===== config.mk =====
export PLATFORM = sky130hd
export DESIGN_NAME = pixel_pack_sat
export DESIGN_NICKNAME = d
export VERILOG_FILES = /design/src/rtl/pixel_pack_pkg.sv /design/src/rtl/pack_scale_clamp.sv /design/src/rtl/pixel_pack_sat.sv
export SDC_FILE = /design/constraint.sdc
export NUM_CORES = 1
export LEC_CHECK = 0
export CAP_MARGIN = 20
export CELL_PAD_IN_SITES_DETAIL_PLACEMENT = 1
export CELL_PAD_IN_SITES_GLOBAL_PLACEMENT = 1
export CORE_MARGIN = 3
export CORE_UTILIZATION = 36
export CTS_BUF_LIST = sky130_fd_sc_hd__clkbuf_4
export CTS_CLUSTER_SIZE = 40
export DETAILED_ROUTE_END_ITERATION = 8
export GPL_ROUTABILITY_DRIVEN = 0
export PLACE_DENSITY = 0.94
export SETUP_SLACK_MARGIN = 0.05
export SLEW_MARGIN = 15
export SYNTH_ARGS = -nofsm -noshare
export SYNTH_HDL_FRONTEND = slang
export SYNTH_SLANG_ARGS = --single-unit

===== constraint.sdc =====
create_clock -name clk -period 4.1 [get_ports clk]
set_clock_uncertainty 0.1 [all_clocks]
set_input_delay 0.615 -clock clk [delete_from_list [all_inputs] [get_ports clk]]
set_output_delay 0.615 -clock clk [all_outputs]
set_load 0.005 [all_outputs]

===== src/rtl/pixel_pack_pkg.sv =====
package pixel_pack_pkg;
  typedef enum logic [1:0] {
    PK_LANE16 = 2'd0,
    PK_WORD32 = 2'd1,
    PK_FIX    = 2'd2,
    PK_RSVD   = 2'd3
  } pk_mode_e;
endpackage


===== src/rtl/pack_scale_clamp.sv =====
// One element: sign-extend, scale left, fixed arithmetic right shift, clamp.
module pack_scale_clamp #(
  parameter int IN_W  = 16,
  parameter int SCL_W = 4,
  parameter int RSH   = 7,
  parameter int LO    = 0,
  parameter int HI    = 255,
  parameter int OUT_W = 8
) (
  input  logic signed [IN_W-1:0]  val,
  input  logic        [SCL_W-1:0] scale,
  output logic        [OUT_W-1:0] q
);
  // Wide enough for the largest left shift, so nothing wraps.
  localparam int WIDE = IN_W + (1 << SCL_W);
  localparam logic signed [WIDE-1:0] LO_W = WIDE'(LO);
  localparam logic signed [WIDE-1:0] HI_W = WIDE'(HI);

  logic signed [WIDE-1:0] ext;
  logic signed [WIDE-1:0] shl;
  logic signed [WIDE-1:0] shr;
  logic signed [WIDE-1:0] sat;

  always_comb begin
    ext = WIDE'(val);
    shl = ext <<< scale;
    shr = shl >>> RSH;
    if (shr < LO_W)      sat = LO_W;
    else if (shr > HI_W) sat = HI_W;
    else                 sat = shr;
  end

  assign q = OUT_W'(sat);
endmodule


===== src/rtl/pixel_pack_sat.sv =====
module pixel_pack_sat
  import pixel_pack_pkg::*;
#(
  parameter int DATA_W  = 64,
  parameter int LANE_W  = 16,
  parameter int WORD_W  = 32,
  parameter int SCL16_W = 4,
  parameter int SCL32_W = 5,
  parameter int SCL_LSB = 3
) (
  input  logic              clk,
  input  logic              rst,
  input  logic              in_valid,
  input  logic [1:0]        mode,
  input  logic [DATA_W-1:0] status,
  input  logic [DATA_W-1:0] opa,
  input  logic [DATA_W-1:0] opb,
  output logic              out_valid,
  output logic [DATA_W-1:0] result
);
  localparam int N_LANE = DATA_W / LANE_W;
  localparam int N_WORD = DATA_W / WORD_W;
  localparam int HALF_W = DATA_W / 2;
  localparam int SCL_HI = SCL_LSB + SCL32_W;

  logic [SCL16_W-1:0] scl16;
  logic [SCL32_W-1:0] scl32;
  logic               unused_status;

  assign scl16 = status[SCL_LSB +: SCL16_W];
  assign scl32 = status[SCL_LSB +: SCL32_W];
  assign unused_status = ^{status[DATA_W-1:SCL_HI], status[SCL_LSB-1:0]};

  logic [7:0]  lane_b [N_LANE];
  logic [7:0]  word_b [N_WORD];
  logic [15:0] fix_h  [N_WORD];

  for (genvar k = 0; k < N_LANE; k++) begin : g_lane
    pack_scale_clamp #(
      .IN_W(LANE_W), .SCL_W(SCL16_W), .RSH(7), .LO(0), .HI(255), .OUT_W(8)
    ) i_lane (
      .val   (opb[LANE_W*k +: LANE_W]),
      .scale (scl16),
      .q     (lane_b[k])
    );
  end

  for (genvar k = 0; k < N_WORD; k++) begin : g_word
    pack_scale_clamp #(
      .IN_W(WORD_W), .SCL_W(SCL32_W), .RSH(23), .LO(0), .HI(255), .OUT_W(8)
    ) i_byte (
      .val   (opb[WORD_W*k +: WORD_W]),
      .scale (scl32),
      .q     (word_b[k])
    );
    pack_scale_clamp #(
      .IN_W(WORD_W), .SCL_W(SCL32_W), .RSH(16), .LO(-32768), .HI(32767), .OUT_W(16)
    ) i_fix (
      .val   (opb[WORD_W*k +: WORD_W]),
      .scale (scl32),
      .q     (fix_h[k])
    );
  end

  pk_mode_e          mode_e;
  logic [DATA_W-1:0] nxt;

  assign mode_e = pk_mode_e'(mode);

  always_comb begin
    nxt = '0;
    unique case (mode_e)
      PK_LANE16: begin
        for (int k = 0; k < N_LANE; k++) nxt[8*k +: 8] = lane_b[k];
      end
      PK_WORD32: begin
        nxt = opa << 8;
        for (int k = 0; k < N_WORD; k++) nxt[WORD_W*k +: 8] = word_b[k];
      end
      PK_FIX: begin
        for (int k = 0; k < N_WORD; k++) nxt[16*k +: 16] = fix_h[k];
      end
      default: nxt = '0;
    endcase
  end

  always_ff @(posedge clk) begin
    if (rst) begin
      out_valid <= 1'b0;
      result    <= '0;
    end else begin
      out_valid <= in_valid;
      if (in_valid) result <= nxt;
    end
  end

  // valid follows input strobe by exactly one cycle
  p_valid_lat_r8: assert property (@(posedge clk) disable iff (rst)
    out_valid == $past(in_valid));

  // no accepted input, no change
  p_hold_r8: assert property (@(posedge clk) disable iff (rst)
    !in_valid |=> $stable(result));

  // 32-bit-result modes keep the upper half clear
  p_upper_zero_r6: assert property (@(posedge clk) disable iff (rst)
    (in_valid && (mode == PK_LANE16 || mode == PK_FIX)) |=> result[DATA_W-1:HALF_W] == '0);

  // accumulator bytes move up by one byte
  p_merge_r4: assert property (@(posedge clk) disable iff (rst)
    (in_valid && mode == PK_WORD32) |=>
      (result[WORD_W-1:8] == $past(opa[WORD_W-9:0])) &&
      (result[DATA_W-1:WORD_W+8] == $past(opa[DATA_W-9:WORD_W])));

  // reserved mode yields zero
  p_rsvd_zero_r10: assert property (@(posedge clk) disable iff (rst)
    (in_valid && mode == PK_RSVD) |=> result == '0);
endmodule


==> impl_metrics.toml, run 1 <==
[floorplanning]
io_pins = 262
die_h_microns = 168
start_util_pct = 37.0
design.core.area_sq_mm = 0.0254
die-width_microns = 168
die_area_sq_mm = 0.0281
rows = 58

[route]
post_drt_via_cell_ratio = 6.82
wl_microns = 46500
drtIter0Drc = 1942
dr_total_vias = 12100
drtPass1Iterations = 6
detail-route-antenna-nets = 0
routedWlPerCell_microns = 26.3
drc = 0

[global_route]
grt.total_usage_pct = 31.3
antenna_found_initial = 3
grt_max_degree = 51
grt_pass1_wl_microns = 71300
grt_overflow = 0
grt_pass1_vias = 12100

[outcome]
status = "finished, final reports clean"

[timing]
period_needed_ns = 3.90
fmax_ghz = 0.256
finalHoldViolations = 0
setup_violations = 0
fin_ws_ns = 0.199
relSlewSlack_pct = 25.3
setup_tns_ns = 0
slew_violations = 0
whs_ns = 0.359
rsz0062_at_grt = "no"
final.period_utilization_pct = 95.2
max_slew.worst_pin.slew_ns = 1.11

[clock_network]
cts_sinks = 65
h-tree-depth = 3
post_cts_buffers = 0
cts_root_buffer = "clkbuf_4"
ctsLongestPathBuffers = 2
clock_latency_ns = 0.43
cts_made_buffers = 9
worst_setup_hold_path_clk_slew_ns = 0.11
hold_buffers = 0
cts_tree = "built"
post_cts_resized = 0

[synthesis]
syn_inst = 1214
yosysUniqueCellTypes = 91
yosysWarnings = 0
syn_area_per_cell_sq_um = 7.75
dominantRegCellSynth = "dfxtp_1"
async_flop_share_pct = 0
synth-seq-cells = 65
syn_nets = 1411
synth_edf_count = 0
yosysSeqAreaShare_pct = 13.8
syn-cell-area_sq_mm = 0.00941

[pwr]
power.density_mw_per_mm2 = 209
pwr-share-seq_pct = 26.0
intPower_mw = 1.47
pwr-share-clk_pct = 16.9
p_leak_nw = 4.58
vdd_ir_drop_max_mv = 0.311
p_sw_mw = 1.10
power_switching_share_pct = 42.7
p_comb_share_pct = 57.1

[setup_path]
worst_path_max_delay_cell = "clkdlybuf4s50_1"
cp-start-kind = "input port"
crit_family = "multiplexers"
slowest_delay_ns = 0.57
cp_max_fo = 7
crit_chain = "clkdlybuf4s50_1 -> mux4_2 -> mux2i_1 -> mux2i_1 -> a22oi_1 -> nand4b_1 -> nor4_4 -> a21boi_1 -> a211oi_4 -> a41oi_1"
arrival_ns = 4.10
path_class = "input port to register"
required_ns = 4.30
critPathBufInv = 1
cp-end-kind = "register"
cp_common_cell = "mux2i_1"

[cells_and_area]
layout.nets = 1631
syn2layout_area_growth_pct = 31.0
drive_gt1_share_pct = 18.5
fin_area_sq_mm = 0.0123
final_cell_mix = "179 x clkdlybuf4s50_1, 146 x nand2_1, 142 x buf_4, 98 x a21oi_1, 97 x nor2_1"
final_common_cell = "clkdlybuf4s50_1"

[placement]
dp_worst_setup_slack_ns = -0.160
dp_hpwl_microns = 36800
numPortBuffers = 186
place_area_sq_mm = 0.0122

[worst_hold_path]
hold_path_class = "register to register"

[job]
cap_violations = 0
==> cell usage after synthesis (all sizes together) (3+ instances only) <==
cell type / instances / area [sq um]
a2bb2oi: 4 / 35.0
and2: 14 / 87.6
a222oi: 17 / 170
nor3: 20 / 100
buf: 56 / 410
a221oi: 9 / 78.8
o31ai: 11 / 82.6
o21ai: 101 / 505
nand3: 47 / 235
clkbuf: 67 / 251
o211ai: 10 / 75.1
a211o: 7 / 61.3
a21oi: 99 / 499
or2: 4 / 25.0
nand2: 147 / 554
nand2b: 11 / 68.8
nor4: 12 / 96.3
a41oi: 4 / 35.0
nand4b: 4 / 35.0
o21bai: 4 / 30.0
and3: 7 / 43.8
a31oi: 13 / 81.3
a21o: 8 / 60.1
dfxtp: 65 / 1300
nand4: 9 / 56.3
a22oi: 7 / 52.6
a32oi: 8 / 70.1
a2111oi: 6 / 58.8
inv: 7 / 28.8
nor2: 97 / 364
a211oi: 30 / 238
mux2i: 97 / 975
mux4: 59 / 1340
o221ai: 11 / 96.3
mux2: 27 / 304
o2111a: 3 / 33.8
a22o: 4 / 35.0
a221o: 6 / 60.1
a311oi: 4 / 35.0
o22ai: 31 / 200
a21boi: 5 / 37.5
nor2b: 22 / 138
clkinv: 3 / 11.3
==> power groups by stage <==
stage          sequential, mW  clock [mW]  combinational (mW)
3_5_place_dp            0.684           0                1.41
4_1_cts                 0.670       0.436                1.42
6_report                0.670       0.435                1.47
5_1_grt                 0.673       0.467                1.54
3_3_place_gp            0.680           0                1.34
2_1_floorplan           0.682           0               0.781
==> per-stage QoR <==
step / util (%) / cells / total power, mW
after global routing: 48.5 / 1770 / 2.68
final: 48.5 / 1770 / 2.57
after global placement: 47.9 / 1753 / 2.02
after CTS: 48.5 / 1769 / 2.52
after detailed placement: 47.9 / 1753 / 2.10
after floorplan: - / 1214 / 1.46
==> logic make-up (layout without fill, tap and decap cells) <==
group | Yosys count | after routing | synth area share [%]
AO/OA/AOI/OAI | 428 | 428 | 30.7
flip-flops | 65 | 65 | 13.8
other | 0 | 1 | 0
multiplexers | 183 | 183 | 27.8
AND/OR/NAND/NOR | 405 | 405 | 20.2
buffers and inverters | 133 | 358 | 7.46
==> worst reg2reg max path: cells and delay by family, from the launching register on <==
kind             cells  cell delay [ns]
AND/OR/NAND/NOR      2             0.19
flip-flops           1             0.39
AO/OA/AOI/OAI        2             0.42
==> final timing paths <==
path,from,endpoint,slack (ns),cells past startpoint
worst max register to register,result[22]$_SDFFE_PP0P_,result[22]$_SDFFE_PP0P_,2.93,4
worst max-delay path,opb[19],result[2]$_SDFFE_PP0P_,0.20,10
worst min register to register,result[32]$_SDFFE_PP0P_,result[32]$_SDFFE_PP0P_,0.36,2
worst min-delay path,result[32]$_SDFFE_PP0P_,result[32]$_SDFFE_PP0P_,0.36,2
==> registers in the layout (all words and copies together) (netlist names) <==
register   count
out_valid      1
result        64
==> layer usage <==
layer	part of all wire, %	GRT usage [%]	vias up
met5	0.028	0	-
met4	3.2	9.68	2
met3	12	7.13	132
met2	45	50.2	907
met1	40	42.1	5847
li1	-	-	5181
==> area by class of cell <==
type                       count  area (sq um)
tap                          330           413
antenna                        1          2.50
multi-input combinational   1016          7410
clock inverter                 6          58.8
clock buffer                  10          75.1
fill                        3088         13100
inverter                      10          40.0
sequential                    65          1300
timing repair buffer         332          3020
(Power assumes the default switching activity.)
==> run 2, diff against run 1 <==
--- a/config.mk
+++ b/config.mk
@@ -5,7 +5,6 @@
 export SDC_FILE = /design/constraint.sdc
 export NUM_CORES = 1
 export LEC_CHECK = 0
-export CAP_MARGIN = 20
 export CELL_PAD_IN_SITES_DETAIL_PLACEMENT = 1
 export CELL_PAD_IN_SITES_GLOBAL_PLACEMENT = 1
 export CORE_MARGIN = 3
==> results of run 2 <==
Final layout, timing and power as in run 1 (identical DEF).
==> run 3, diff against run 2 <==
--- a/config.mk
+++ b/config.mk
@@ -13,7 +13,7 @@
 export CTS_CLUSTER_SIZE = 40
 export DETAILED_ROUTE_END_ITERATION = 8
 export GPL_ROUTABILITY_DRIVEN = 0
-export PLACE_DENSITY = 0.94
+export PLACE_DENSITY = 0.9
 export SETUP_SLACK_MARGIN = 0.05
 export SLEW_MARGIN = 15
 export SYNTH_ARGS = -nofsm -noshare
==> run 3 against run 2 <==
Against the previous run:
- core utilization rose by 0.21 points
- non-clock buffer count rose by 12
- global-route usage is 1.6 points lower
- sequential power barely moved
- sequential share of layout area about the same
- die area did not move
- worst hold slack worse by 0.0090 ns
- register-to-register slack better by 0.07 ns
- maximum frequency rose by 1.9%
- final area increased by 0.44%
- critical path type unchanged
- largest cell class unchanged
- largest power group unchanged
- highest routed layer is now met4
==> impl_metrics.toml, run 3 (synthesis gave the netlist of run 1 again) <==
[cells_and_area]
top_regs = "result: 64 flops, out_valid: 1 flops"
fin_area_sq_mm = 0.0124
postLayoutCoreUtil_pct = 48.7
final_cell_mix = "180 x clkdlybuf4s50_1, 157 x buf_4, 146 x nand2_1, 98 x a21oi_1, 97 x nor2_1"
final_cells = 1782
syn2layout_area_growth_pct = 31.5
final_common_cell = "clkdlybuf4s50_1"
drive_gt1_share_pct = 19.2
largest_register = "result"
layout.nets = 1643
largest_reg_flops = 64

[timing]
final.period_utilization_pct = 93.4
relSlewSlack_pct = 33.4
period_needed_ns = 3.83
finalHoldViolations = 0
max_slew.worst_pin.slew_ns = 0.992
fin_ws_ns = 0.272
setup_violations = 0
slew_violations = 0
fmax_ghz = 0.261
rsz0062_at_grt = "no"

[floorplanning]
die-width_microns = 168
die_area_sq_mm = 0.0281
design.core.area_sq_mm = 0.0254
die_h_microns = 168
io_pins = 262
start_util_pct = 37.0
rows = 58

[clock_network]
clock_latency_ns = 0.42
h-tree-depth = 3
hold_buffers = 0
cts_sinks = 65
ctsLongestPathBuffers = 2
cts_made_buffers = 9
post_cts_resized = 0
worst_setup_hold_path_clk_slew_ns = 0.12
cts_tree = "built"
cts_root_buffer = "clkbuf_4"
post_cts_buffers = 0

[placement]
place_area_sq_mm = 0.0122
dp_hpwl_microns = 35400
place_inst = 1765
numPortBuffers = 186
dp_worst_setup_slack_ns = -0.0857

[route]
drtIter0Drc = 1637
routedWlPerCell_microns = 25.0
detail-route-antenna-nets = 0
wl_microns = 44500
drtPass1Iterations = 9
drc = 0
dr_total_vias = 11900
post_drt_via_cell_ratio = 6.69

[global_route]
grt_max_degree = 51
grt_pass1_vias = 11800
grt_overflow = 0
grt_pass1_wl_microns = 67900
antenna_found_initial = 1
grt.total_usage_pct = 29.8

[job]
cap_violations = 0

[setup_path]
arrival_ns = 4.03
cp-start-kind = "input port"
required_ns = 4.30
path_class = "input port to register"
crit_family = "compound AO/OA/AOI/OAI gates"
r2r_setup_slack_ns = 3.00
slowest_delay_ns = 0.61
cp_max_fo = 7
cp_common_cell = "a21oi_1"
critPathBufInv = 2
cp-end-kind = "register"
worst_path_max_delay_cell = "clkdlybuf4s50_1"
crit_chain = "clkdlybuf4s50_1 -> mux4_2 -> a2111oi_0 -> buf_4 -> o221ai_1 -> a21oi_1 -> a21oi_1 -> nor4_4 -> a21boi_1 -> a211oi_4 -> a41oi_1"

[worst_hold_path]
hold_path_class = "register to register"

[outcome]
status = "finished, final reports clean"

[pwr]
vdd_ir_drop_max_mv = 0.139
power.density_mw_per_mm2 = 207
p_leak_nw = 4.61
run 3: cell types whose count changed in the layout (fill, tap and decap cells not counted):
cell,before,now
clkinv_2,2,1
buf_12,6,3
clkdlybuf4s50_1,179,180
dlymetal6s2s_1,1,0
buf_4,142,157
clkinv_4,0,2
a2111oi_0,4,5
a2111oi_1,1,0
clkbuf_4,10,9
run 3: worst paths after layout:
check	endpoint	start	depth (start not counted)
max	result[2]$_SDFFE_PP0P_	opb[27]	11
min	result[32]$_SDFFE_PP0P_	result[32]$_SDFFE_PP0P_	2
max reg2reg	result[6]$_SDFFE_PP0P_	result[6]$_SDFFE_PP0P_	3
min reg2reg	result[32]$_SDFFE_PP0P_	result[32]$_SDFFE_PP0P_	2
run 3: tightest hold or removal path, cell delays in order, from the launching register on:
cell,delay [ns]
dfxtp_1,0.33
nand2_1,0.05
nand2_1,0.04
run 3: cell type report:
type                    count  area, sq um
well taps                 330          413
clock buffers               9         67.6
clock inverters             7         71.3
flip-flops and latches     65         1300
repair buffers            344         3070
diodes                      1         2.50
inverters                  10         40.0
multi-input cells        1016         7410
fillers                  3120        13000
run 3: metal layers:
| layer | GRT usage, % | wire, microns | vias to the layer above |
|---|---|---|---|
| met4 | 10.2 | 1480 | 0 |
| met3 | 7.15 | 4940 | 133 |
| met1 | 40.8 | 18300 | 5760 |
| li1 | - | - | 5204 |
| met5 | 0 | 0 | - |
| met2 | 45.9 | 19700 | 817 |
run 3: report_power, final:
part	leakage (nW)	total, mW	switching, mW	internal [mW]
sequential	0.529	0.668	0.0142	0.654
combinational	4.02	1.46	0.823	0.638
clock	0.0696	0.439	0.254	0.184
total	4.61	2.57	1.09	1.48
run 3: through the flow:
stage | power, mW | setup TNS, ns | hold slack, ns
2_1_floorplan | 1.46 | 0 | 0.335
3_3_place_gp | 2.03 | -0.190 | 0.333
3_5_place_dp | 2.09 | -0.361 | 0.337
4_1_cts | 2.53 | 0 | 0.356
5_1_grt | 2.68 | 0 | 0.385
6_report | 2.57 | 0 | 0.350
